**src/rtl/keyed_wdt_pkg.sv**
```systemverilog
package keyed_wdt_pkg;
  localparam int unsigned DATA_W   = 8;
  localparam int unsigned KEY_W    = 8;
  localparam int unsigned ADDR_W   = 3;
  localparam int unsigned SEL_W    = 3;
  localparam int unsigned OFF_CNT  = 0;
  localparam int unsigned OFF_CTL  = 4;
  localparam logic [KEY_W-1:0] KEY_CNT = 8'h5A;
  localparam logic [KEY_W-1:0] KEY_CTL = 8'hA5;

  // Packed so the field order equals the read-back bit order, MSB first.
  typedef struct packed {
    logic             run;      // bit 7
    logic             wd_mode;  // bit 6
    logic             rkind;    // bit 5
    logic             wd_flag;  // bit 4
    logic             it_flag;  // bit 3
    logic [SEL_W-1:0] sel;      // bits 2:0
  } ctl_t;
endpackage

```
**src/rtl/keyed_wdt_prescaler.sv**
```systemverilog
module keyed_wdt_prescaler #(
  parameter int unsigned BASE_LOG = 5,
  parameter int unsigned SEL_W    = 3
) (
  input  logic             clk,
  input  logic             rst_n,
  input  logic             run,
  input  logic             clr,
  input  logic [SEL_W-1:0] sel,
  output logic             tick
);
  localparam int unsigned NSEL = 1 << SEL_W;
  localparam int unsigned PW   = BASE_LOG + NSEL - 1;

  logic [PW-1:0] presc;
  logic [PW-1:0] term [NSEL];

  // One terminal count per select code: 2^(BASE_LOG+code) - 1.
  for (genvar g = 0; g < NSEL; g++) begin : g_term
    assign term[g] = PW'((64'd1 << (BASE_LOG + g)) - 64'd1);
  end

  assign tick = run && (presc == term[sel]);

  always_ff @(posedge clk) begin
    if (!rst_n)                  presc <= '0;
    else if (clr || !run || tick) presc <= '0;
    else                         presc <= presc + 1'b1;
  end

  // A cleared prescaler cannot reach any terminal count on the next cycle.
  assert_clear_restarts_R5: assert property (@(posedge clk) disable iff (!rst_n)
    clr |=> !tick);
endmodule

```
**src/rtl/keyed_wdt_counter.sv**
```systemverilog
module keyed_wdt_counter #(
  parameter int unsigned CW = 8
) (
  input  logic          clk,
  input  logic          rst_n,
  input  logic          run,
  input  logic          load,
  input  logic [CW-1:0] load_val,
  input  logic          tick,
  output logic [CW-1:0] cnt,
  output logic          wrap
);
  // A reload on the same edge as the wrapping tick wins.
  assign wrap = tick && !load && (cnt == {CW{1'b1}});

  always_ff @(posedge clk) begin
    if (!rst_n)    cnt <= '0;
    else if (load) cnt <= load_val;
    else if (tick) cnt <= cnt + 1'b1;
  end

  assert_load_value_R1: assert property (@(posedge clk) disable iff (!rst_n)
    load |=> cnt == $past(load_val));
  assert_halt_when_off_R4: assert property (@(posedge clk) disable iff (!rst_n)
    (!run && !load) |=> $stable(cnt));
  assert_wrap_to_zero_R6: assert property (@(posedge clk) disable iff (!rst_n)
    wrap |=> cnt == '0);
endmodule

```
**src/rtl/keyed_wdt_ctrl.sv**
```systemverilog
module keyed_wdt_ctrl
  import keyed_wdt_pkg::*;
#(
  parameter int unsigned RST_CYCLES = 16
) (
  input  logic              clk,
  input  logic              rst_n,
  input  logic              ctl_wr,
  input  logic [DATA_W-1:0] ctl_val,
  input  logic              wrap,
  output ctl_t              ctl,
  output logic              rst_req
);
  localparam int unsigned PCW = $clog2(RST_CYCLES + 1);

  ctl_t          wv;
  logic [PCW-1:0] pulse_left;
  logic          wd_hit, it_hit;

  assign wv     = ctl_t'(ctl_val);
  assign wd_hit = wrap && ctl.wd_mode;
  assign it_hit = wrap && !ctl.wd_mode;

  always_ff @(posedge clk) begin
    if (!rst_n) begin
      ctl <= '0;
    end else begin
      if (ctl_wr) begin
        ctl.run     <= wv.run;
        ctl.wd_mode <= wv.wd_mode;
        ctl.rkind   <= wv.rkind;
        ctl.sel     <= wv.sel;
      end
      // Flags: write may only clear; a hardware set on the same edge wins.
      ctl.wd_flag <= (ctl.wd_flag & (!ctl_wr | wv.wd_flag)) | wd_hit;
      ctl.it_flag <= (ctl.it_flag & (!ctl_wr | wv.it_flag)) | it_hit;
    end
  end

  always_ff @(posedge clk) begin
    if (!rst_n)               pulse_left <= '0;
    else if (wd_hit)          pulse_left <= PCW'(RST_CYCLES);
    else if (pulse_left != 0) pulse_left <= pulse_left - 1'b1;
  end

  assign rst_req = (pulse_left != '0);

  assert_wd_flag_cause_R6: assert property (@(posedge clk) disable iff (!rst_n)
    $rose(ctl.wd_flag) |-> $past(wrap));
  assert_interval_no_reset_R7: assert property (@(posedge clk) disable iff (!rst_n)
    (wrap && !ctl.wd_mode && !rst_req) |=> !rst_req);
  assert_flag_no_write_set_R8: assert property (@(posedge clk) disable iff (!rst_n)
    (!wrap && !ctl.it_flag) |=> !ctl.it_flag);
  assert_set_beats_clear_R9: assert property (@(posedge clk) disable iff (!rst_n)
    (wrap && ctl.wd_mode) |=> ctl.wd_flag);
endmodule

```
**src/rtl/keyed_wdt_top.sv**
```systemverilog
module keyed_wdt_top
  import keyed_wdt_pkg::*;
#(
  parameter int unsigned BASE_LOG   = 5,
  parameter int unsigned RST_CYCLES = 16
) (
  input  logic              clk,
  input  logic              rst_n,
  input  logic              bus_wr,
  input  logic              bus_rd,
  input  logic [ADDR_W-1:0] bus_addr,
  input  logic [15:0]       bus_wdata,
  output logic [DATA_W-1:0] bus_rdata,
  output logic              rst_req,
  output logic              rst_kind,
  output logic              irq
);
  localparam logic [ADDR_W-1:0] A_CNT = ADDR_W'(OFF_CNT);
  localparam logic [ADDR_W-1:0] A_CTL = ADDR_W'(OFF_CTL);

  logic              cnt_wr, ctl_wr, tick, wrap;
  logic [DATA_W-1:0] cnt;
  ctl_t              ctl;

  assign cnt_wr = bus_wr && (bus_addr == A_CNT) && (bus_wdata[15:8] == KEY_CNT);
  assign ctl_wr = bus_wr && (bus_addr == A_CTL) && (bus_wdata[15:8] == KEY_CTL);

  keyed_wdt_prescaler #(.BASE_LOG(BASE_LOG), .SEL_W(SEL_W)) u_presc (
    .clk(clk), .rst_n(rst_n), .run(ctl.run), .clr(cnt_wr),
    .sel(ctl.sel), .tick(tick));

  keyed_wdt_counter #(.CW(DATA_W)) u_cnt (
    .clk(clk), .rst_n(rst_n), .run(ctl.run), .load(cnt_wr),
    .load_val(bus_wdata[7:0]), .tick(tick), .cnt(cnt), .wrap(wrap));

  keyed_wdt_ctrl #(.RST_CYCLES(RST_CYCLES)) u_ctl (
    .clk(clk), .rst_n(rst_n), .ctl_wr(ctl_wr), .ctl_val(bus_wdata[7:0]),
    .wrap(wrap), .ctl(ctl), .rst_req(rst_req));

  always_comb begin
    bus_rdata = '0;
    if (bus_rd) begin
      if (bus_addr == A_CNT)      bus_rdata = cnt;
      else if (bus_addr == A_CTL) bus_rdata = DATA_W'(ctl);
    end
  end

  assign rst_kind = ctl.rkind;
  assign irq      = ctl.it_flag;

  assert_irq_follows_flag_R7: assert property (@(posedge clk) disable iff (!rst_n)
    $rose(irq) |-> $past(wrap));
  assert_badkey_ignored_R2: assert property (@(posedge clk) disable iff (!rst_n)
    (bus_wr && bus_wdata[15:8] != KEY_CTL && !wrap) |=> $stable(ctl));
endmodule

```
**config.mk**
```make
export PLATFORM = sky130hd
export DESIGN_NAME = keyed_wdt_top
export DESIGN_NICKNAME = d
export VERILOG_FILES = /design/src/rtl/keyed_wdt_pkg.sv /design/src/rtl/keyed_wdt_prescaler.sv /design/src/rtl/keyed_wdt_counter.sv /design/src/rtl/keyed_wdt_ctrl.sv /design/src/rtl/keyed_wdt_top.sv
export SDC_FILE = /design/constraint.sdc
export NUM_CORES = 1
export LEC_CHECK = 0
export BUFFER_PORTS_ARGS = -buffer_cell sky130_fd_sc_hd__buf_4
export CORE_MARGIN = 2
export CORE_UTILIZATION = 45
export CTS_CLUSTER_SIZE = 40
export DETAILED_ROUTE_END_ITERATION = 10
export PLACE_DENSITY_LB_ADDON = 0.3
export SLEW_MARGIN = 20
export SYNTH_ARGS = -nofsm -noshare
export SYNTH_HDL_FRONTEND = slang
export SYNTH_SLANG_ARGS = --single-unit
```
**constraint.sdc**
```tcl
create_clock -name clk -period 3.35 [get_ports clk]
set_input_delay 0.1675 -clock clk [delete_from_list [all_inputs] [get_ports clk]]
set_output_delay 0.1675 -clock clk [all_outputs]
set_load 0.005 [all_outputs]
```
# Word level (Yosys, flattened, before mapping)
# Memories as Yosys holds them, arrays and structs flattened.
# Index checks and enable logic that the tools add are counted.
totals:
  reg_bits: 33
  romBits: 96
  input_bits: 23
  output_inout_bits: 11
  wordCells: 58
  memories: 1
classes:
  n_addsub: 3
  order_cmp: 1
  n_eq_ne: 5
  mux: 9
  n_bitwise: 8
  n_reduce_logical: 21
mem_list:
  columns: ["memory", "depth", "word_bits", "read_ports", "rd_clocked_by_memory_dff", "write_ports", "line", "source"]
  rows:
  - ["(no name shown)", 8, 12, 1, 0, 0, "keyed_wdt_prescaler.sv:23", "assign tick = run && (presc == term[sel]);"]
ops:
  columns: ["op", "n"]
  rows:
  - ["8-bit 2-to-1 mux", 5]
  - ["12-bit 2-to-1 mux", 2]
  - ["8-bit == test (second input constant)", 2]
  - ["12-bit by 1-bit adder with 12-bit output (second input constant)", 1]
  - ["12-bit == test", 1]
  - ["5-bit 2-to-1 mux", 2]
  - ["1-bit logical AND", 9]
  - ["8-bit by 1-bit adder with 8-bit output (second input constant)", 1]
  - ["8-bit by 7-bit == test with 1-bit output (second input constant)", 1]
  - ["5-bit nonzero test", 1]
  - ["5-bit by 1-bit subtractor with 5-bit output (second input constant)", 1]
  - ["4-bit >= comparator (second input constant)", 1]
  - ["1-bit logical NOT", 4]
  - ["3-bit inverter with 4-bit output", 1]
  - ["1-bit bitwise OR", 4]
  - ["2-bit nonzero test", 2]
  - ["2-bit OR reduction", 2]
  - ["3-bit == test (second input constant)", 1]
  - ["3-bit logical NOT", 1]
  - ["1-bit AND", 2]
  - ["1-bit logical OR", 2]
  - ["1-bit inverter", 1]

# Depth between registers and ports, before layout
# Gate-level depths: netlist (run 1).
logic_depth:
  depth_word: 10
  ltp_mapped: 7
  ltp_nobuf: 7

# Hierarchy
# A second synthesis (run 1) with hierarchy kept.
unflattened:
  hier_cells: 214
  area_unflattened_um2: 1853.0
modules_own_cells:
  columns: ["module", "instances", "cells_each", "area_each_um2", "seq_area_each_um2"]
  rows:
  - ["keyed_wdt_prescaler", 1, 78, 655.6, 240.2]
  - ["keyed_wdt_ctrl", 1, 53, 525.5, 260.2]
  - ["keyed_wdt_counter", 1, 55, 464.2, 160.2]
  - ["keyed_wdt_top", 1, 28, 207.7, 0.0]

# Least setup slack after synthesis (run 1)
# Ideal clock, no wire load.
synth_path:
  kind: "register to register"
  from: "register u_presc.presc[0]"
  to: "register u_cnt.cnt[5]"
  setup_time_ps: 74
  arrival_time_ps: 1804
  t_required_ps: 3276
  path_slack_ps: 1472
  path_stages_with_launch: 8
  n_path_buf: 1
  period_less_slack_ps: 1878
  cell_sequence: "dfxtp_1 ha_1 and3_1 and3_1 o2111ai_2 buf_6 or4_1 a31oi_1"
synth_via:
  elab_chain_cells: 3
synth_rtl:
  columns: ["element", "line", "source"]
  rows:
  - ["start, declared", "keyed_wdt_prescaler.sv:15", "logic [PW-1:0] presc;"]
  - ["start signal, assigned", "keyed_wdt_prescaler.sv:28", "else presc <= presc + 1'b1;"]
  - ["12-bit == test", "keyed_wdt_prescaler.sv:23", null]
  - ["1-bit logical AND", "keyed_wdt_prescaler.sv:23", null]
  - ["2-bit nonzero test (no line)", null, null]
  - ["end signal, assigned", "keyed_wdt_counter.sv:18", "else if (load) cnt <= load_val;"]
  - ["end signal, assigned", "keyed_wdt_counter.sv:19", "else if (tick) cnt <= cnt + 1'b1;"]
  - ["end, declared", "keyed_wdt_counter.sv:10", "output logic [CW-1:0] cnt,"]
# Every way passes these cells.
# A chain may end at the register's enable or synchronous reset.

# Worst setup path after layout (run 1)
layout_path:
  from: "register u_presc.presc[0]"
  to: "register u_cnt.cnt[6]"
# Same word-level chain as after synthesis.

==> results of run 1 <==
sequential cells by signal, summed over array words and instances (netlist names):
signal            cells
u_cnt.cnt             8
u_presc.presc        12
u_ctl.ctl             8
u_ctl.pulse_left      5
metal layers:
metal  global-route usage  routed length, um  share of wire
met1               0.2359               1940           0.49
met2               0.2756               1831           0.46
met5                    0                  0              0
met4              0.06754                 65          0.016
met3              0.04506                126          0.032
path summary, 6_finish.rpt:
path	endpoint	slack, ns	cells after the start
setup reg to reg	u_cnt.cnt[6]	1.28	6
hold / removal	u_ctl.ctl[6]	0.14	3
hold reg to reg	u_presc.presc[0]	0.46	1
setup / recovery	u_cnt.cnt[6]	1.28	6
cell usage after synthesis (2+ instances only):
cell type / count / area [um2]
or4_1: 6 / 45.04
a31oi_1: 7 / 43.79
buf_6: 2 / 22.52
ha_1: 4 / 50.05
o31ai_1: 5 / 37.54
nand3_1: 11 / 55.05
and3_1: 5 / 31.28
nor4bb_1: 2 / 20.02
nor3_1: 5 / 25.02
inv_1: 6 / 22.52
nor3b_1: 2 / 15.01
o21a_1: 3 / 22.52
o21ai_0: 10 / 50.05
buf_2: 5 / 25.02
xor2_1: 7 / 61.31
nand4b_1: 2 / 17.52
nand4_1: 5 / 31.28
o211ai_1: 2 / 15.01
nor2b_1: 8 / 50.05
mux2i_1: 14 / 140.1
dfxtp_1: 33 / 660.6
nand2_1: 10 / 37.54
nor2_1: 31 / 116.4
o2111ai_1: 2 / 17.52
xnor2_1: 8 / 70.07
clkbuf_1: 6 / 22.52
area by class of cell:
class                      count  area [um2]  area share
timing repair buffer          36       270.3      0.1201
tap                           50       62.56     0.02781
inverter                       6       22.52     0.01001
sequential                    33       660.6      0.2937
clock buffer                   5       68.82     0.03059
clock inverter                 1       5.005    0.002225
multi-input combinational    171        1160      0.5156
report_power, final:
group / internal, W / switching, W
logic: 0.0000232 / 0.0000155
registers: 0.000392 / 0.0000000710
clock network: 0.000136 / 0.000132
worst max-delay path, cell delays in order, from the launching register on:
cell,delay (ns)
dfxtp_1,0.36
ha_1,0.21
and3_1,0.21
and3_1,0.19
o2111ai_2,0.28
or4b_1,0.56
a31oi_1,0.18
logic make-up after synthesis:
kind of cell,after synthesis,synth area share
muxes,14,0.07325
buffers and inverters,19,0.04839
DFF,33,0.3453
and+or+nand+nor,99,0.2891
adders and majority gates,4,0.02616
xor gates and xnor gates,15,0.06867
AOI/OAI and AO/OA,39,0.1491
metrics by stage:
stage | std cells | area (um2) | util
3_5_place_dp | 296 | 2176 | 0.5362
2_1_floorplan | 223 | 1913 | -
6_report | 302 | 2250 | 0.5544
5_1_grt | 302 | 2250 | 0.5544
4_1_cts | 302 | 2250 | 0.5544
3_3_place_gp | 296 | 2176 | 0.5362
cells in the final DEF, fill, tap and decap left out, types with 2 or more instances in the layout:
cell       instances
a31oi_1            7
and3_1             5
buf_4             36
clkbuf_8           5
dfxtp_1           33
ha_1               4
inv_1              6
mux2i_1           14
nand2_1           10
nand3_1           11
nand4_1            5
nand4b_1           2
nor2_1            31
nor2b_1            8
nor3_1             5
nor3b_1            2
nor4bb_1           2
o2111ai_1          2
o211ai_1           2
o21a_1             3
o21ai_0           10
o31ai_1            5
or4_1              6
xnor2_1            8
xor2_1             7
==> flow_summary.toml, run 1 <==
[clock_tree]
clkLatencyLatePin_ns = 0.28
cts_hold_buffers = 0
worst_setup_hold_path_clk_slew_ns = 0.07
htree_levels = 2
cts.sinks = 33
cts_resized = 0
clock_path_buffers = 2
numCtsBuffers = 5
post_cts_buffers = 0
cts_tree = "done"
cts_root_buf = "clkbuf_8"

[finish]
filler_cell_count = 421
drive_gt1_frac = 0.1944
nets = 280
diodes = 0
syn_to_final_growth_pct = 17.59

[timing]
final_max_slew_viol_count = 0
finClkSkew_ns = 0.007823
min_period_ns = 2.073
setup_slack_ns = 1.277
finalHoldViolCount = 0
period_share = 0.6189
tightest_slew_ns = 0.5783
setup_tns_ns = 0
rsz0062_at_grt = "no"
holdWs_ns = 0.1434
relSlewSlack = 0.6140
max_freq_mhz = 482.3
setup_viol = 0

[hold_path]
hold_class = "primary input to flip-flop"
hold_start = "bus_wdata[6]"

[power_and_ir_drop]
power_w = 0.0007000
powerDensity_nw_per_um2 = 311.2
ir_worst_vdd_mv = 0.2213
power.leakage_nw = 0.8559

[yosys]
yosysSeqAreaShare = 0.3453
ys.warnings.count = 0
synth-edff-count = 0
synthDistinctLibCells = 48
ys_seq_elements = 33
synthesis.instances = 223
synth_area_um2 = 1913
synthFlopType = "dfxtp_1"
syn_nets = 250
synth.avg_cell_area_um2 = 8.579
async_reset_ff_frac = 0

[worst_setup_path]
crit_type = "flip-flop to flip-flop"
crit_arrival_ns = 2.28
start_kind = "flip-flop"
startpoint = "u_presc.presc[0]"
crit_path_end_kind = "flip-flop"
worstPathRequired_ns = 3.56
critical_path_peak_fanout = 13
r2r-start = "u_presc.presc[0]"

[drt]
drt-vias-per-instance = 5.566
drt-total-wl_um = 3964
postRouteAntennaNets = 0
num_vias = 1681
routedWlPerCell_um = 13.13
drtIter0Drc = 95
dr.pass1.iters = 4
drc_errors = 0

[floorplan]
start_util = 0.4715
floorplan.rows = 23
die_w_um = 69.20
dieArea_um2 = 4789
core-area_um2 = 4058
dieHeight_um = 69.20
ioPinCount = 34

[global_routing]
track_usage = 0.1771
grt_pass1_vias = 1536
grt_max_degree = 25
antenna_found_initial = 0
grt_pass1_wl_um = 6927
overflow = 0

[place]
gp_congestion = 0.7693
hpwl_um = 2920
io_buffers = 33
place_ws_ns = 1.300

[job]
drv_cap = 0

[outcome]
status = "finished clean"
Note: power is estimated with default switching activity, not from simulation.
==> run 2, diff against run 1 <==
- clock period: 3.35 -> 1.8 ns (I/O delays scaled with it)
==> run 2 against run 1 <==
Via count rose by 9.4%. Die area did not move. Worst hold slack got worse by 0.074 ns. The flow now finishes with violations (negative setup slack). Critical endpoint is now u_cnt.cnt[5].
==> flow_summary.toml, run 2 (same netlist as run 1, synthesis figures left out) <==
[outcome]
status = "complete, but fails checks"
violations = "negative setup slack"

[place]
hpwl_um = 3150
io_buffers = 33
gp_congestion = 0.7992

[floorplan]
start_util = 0.4715
core-area_um2 = 4058
dieArea_um2 = 4789
ioPinCount = 34
die_w_um = 69.20
dieHeight_um = 69.20
floorplan.rows = 23

[worst_setup_path]
rr_worst_depth = 6
crit_arrival_ns = 2.04
critical_path_peak_fanout = 8
crit_type = "flip-flop to flip-flop"
start_kind = "flip-flop"
worstPathRequired_ns = 2.01
crit_path_end_kind = "flip-flop"

[timing]
finalHoldViolCount = 0
setup_slack_ns = -0.03377
max_freq_mhz = 545.3
rsz0062_at_grt = "yes"
period_share = 1.019
final_max_slew_viol_count = 0
finClkSkew_ns = 0.004547
holdWs_ns = 0.06919
setup_viol = 4
min_period_ns = 1.834
setup_tns_ns = -0.05965
tightest_slew_ns = 0.3465
relSlewSlack = 0.7669

[finish]
largest_reg_flops = 12
drive_gt1_frac = 0.3309
utilization = 0.6469
reg.largest.list = "u_presc.presc (12), u_cnt.cnt (8), u_ctl.ctl (8)"
layout_common_cells = "57 x buf_4, 30 x nor2_1, 26 x dfxtp_1"
nets = 304
syn_to_final_growth_pct = 37.21
final_common_cell = "buf_4"
diodes = 0
top_register = "u_presc.presc"

[global_routing]
grt_pass1_vias = 1777
track_usage = 0.2007
grt_pass1_wl_um = 7935
antenna_found_initial = 0
grt_max_degree = 25
overflow = 0

[drt]
drtIter0Drc = 62
routedWlPerCell_um = 13.97
dr.pass1.iters = 4
postRouteAntennaNets = 0
drt-total-wl_um = 4581
drc_errors = 0
drt-vias-per-instance = 5.607
num_vias = 1839

[clock_tree]
cts.sinks = 33
clkLatencyLatePin_ns = 0.28
cts_tree = "done"
htree_levels = 2
cts_root_buf = "clkbuf_8"
numCtsBuffers = 5
worst_setup_hold_path_clk_slew_ns = 0.07
clock_path_buffers = 2

[power_and_ir_drop]
powerDensity_nw_per_um2 = 537.2
power.leakage_nw = 1.011
ir_worst_vdd_mv = 0.4118

[hold_path]
min_path_cells = 3
hold_class = "primary input to flip-flop"

[job]
drv_cap = 0
[run 2: power by group]
part | leakage, nW | internal (W) | switching, W | total, W
registers | 0.270 | 0.000725 | 0.000000132 | 0.000726
clock network | 0.0542 | 0.000345 | 0.000264 | 0.000610
logic | 0.687 | 0.0000447 | 0.0000302 | 0.0000749
total | 1.01 | 0.00112 | 0.000295 | 0.00141
[run 2: per-stage QoR]
step	instances	setup WS (ns)	area (um2)	power, W
3_5_place_dp	317	-0.1415	2409	0.0008215
2_1_floorplan	223	-0.02668	1976	0.0007734
3_3_place_gp	317	-0.03159	2409	0.0008206
5_1_grt	328	-0.1093	2625	0.001455
4_1_cts	328	-0.03243	2603	0.001427
6_report	328	-0.03377	2625	0.001410
[run 2: final cells by class]
type / count / area (um2)
fill: 340 / 1433
inverter: 6 / 22.52
clock buffer: 7 / 96.34
timing repair buffer: 59 / 459.2
tap: 50 / 62.56
clock inverter: 1 / 5.005
sequential: 33 / 676.9
multi-input combinational: 172 / 1303
[run 2: final timing paths]
kind / endpoint / from / slack (ns)
setup reg to reg: u_cnt.cnt[5] / u_ctl.ctl[2] / -0.03
hold reg to reg: u_ctl.ctl[3] / u_ctl.ctl[3] / 0.52
setup / recovery: u_cnt.cnt[5] / u_ctl.ctl[2] / -0.03
hold / removal: u_ctl.ctl[6] / bus_wdata[6] / 0.07
[run 2: per-layer routing]
metal | track usage | part of all wire | up-vias
met5 | 0 | 0 | -
met4 | 0.07843 | 0.017 | 0
met3 | 0.04215 | 0.055 | 7
met2 | 0.3333 | 0.47 | 54
met1 | 0.2545 | 0.46 | 853
li1 | - | - | 925
[run 2: critical path, cell delays in order (launching register included)]
cell	delay [ns]
dfxtp_4	0.37
buf_6	0.12
o21a_1	0.13
nor3_4	0.28
o2111ai_4	0.19
or4_1	0.51
a31oi_1	0.16
[run 2: repair_timing]
action | in CTS | in global routing
gates resized for setup | 12 | 5
hold endpoints to repair | 0 | 0
setup endpoints to repair | 20 | 28
setup buffers | 2 | 0
hold buffers | 0 | 0
gates cloned | 1 | 0
pin swaps | 6 | 5
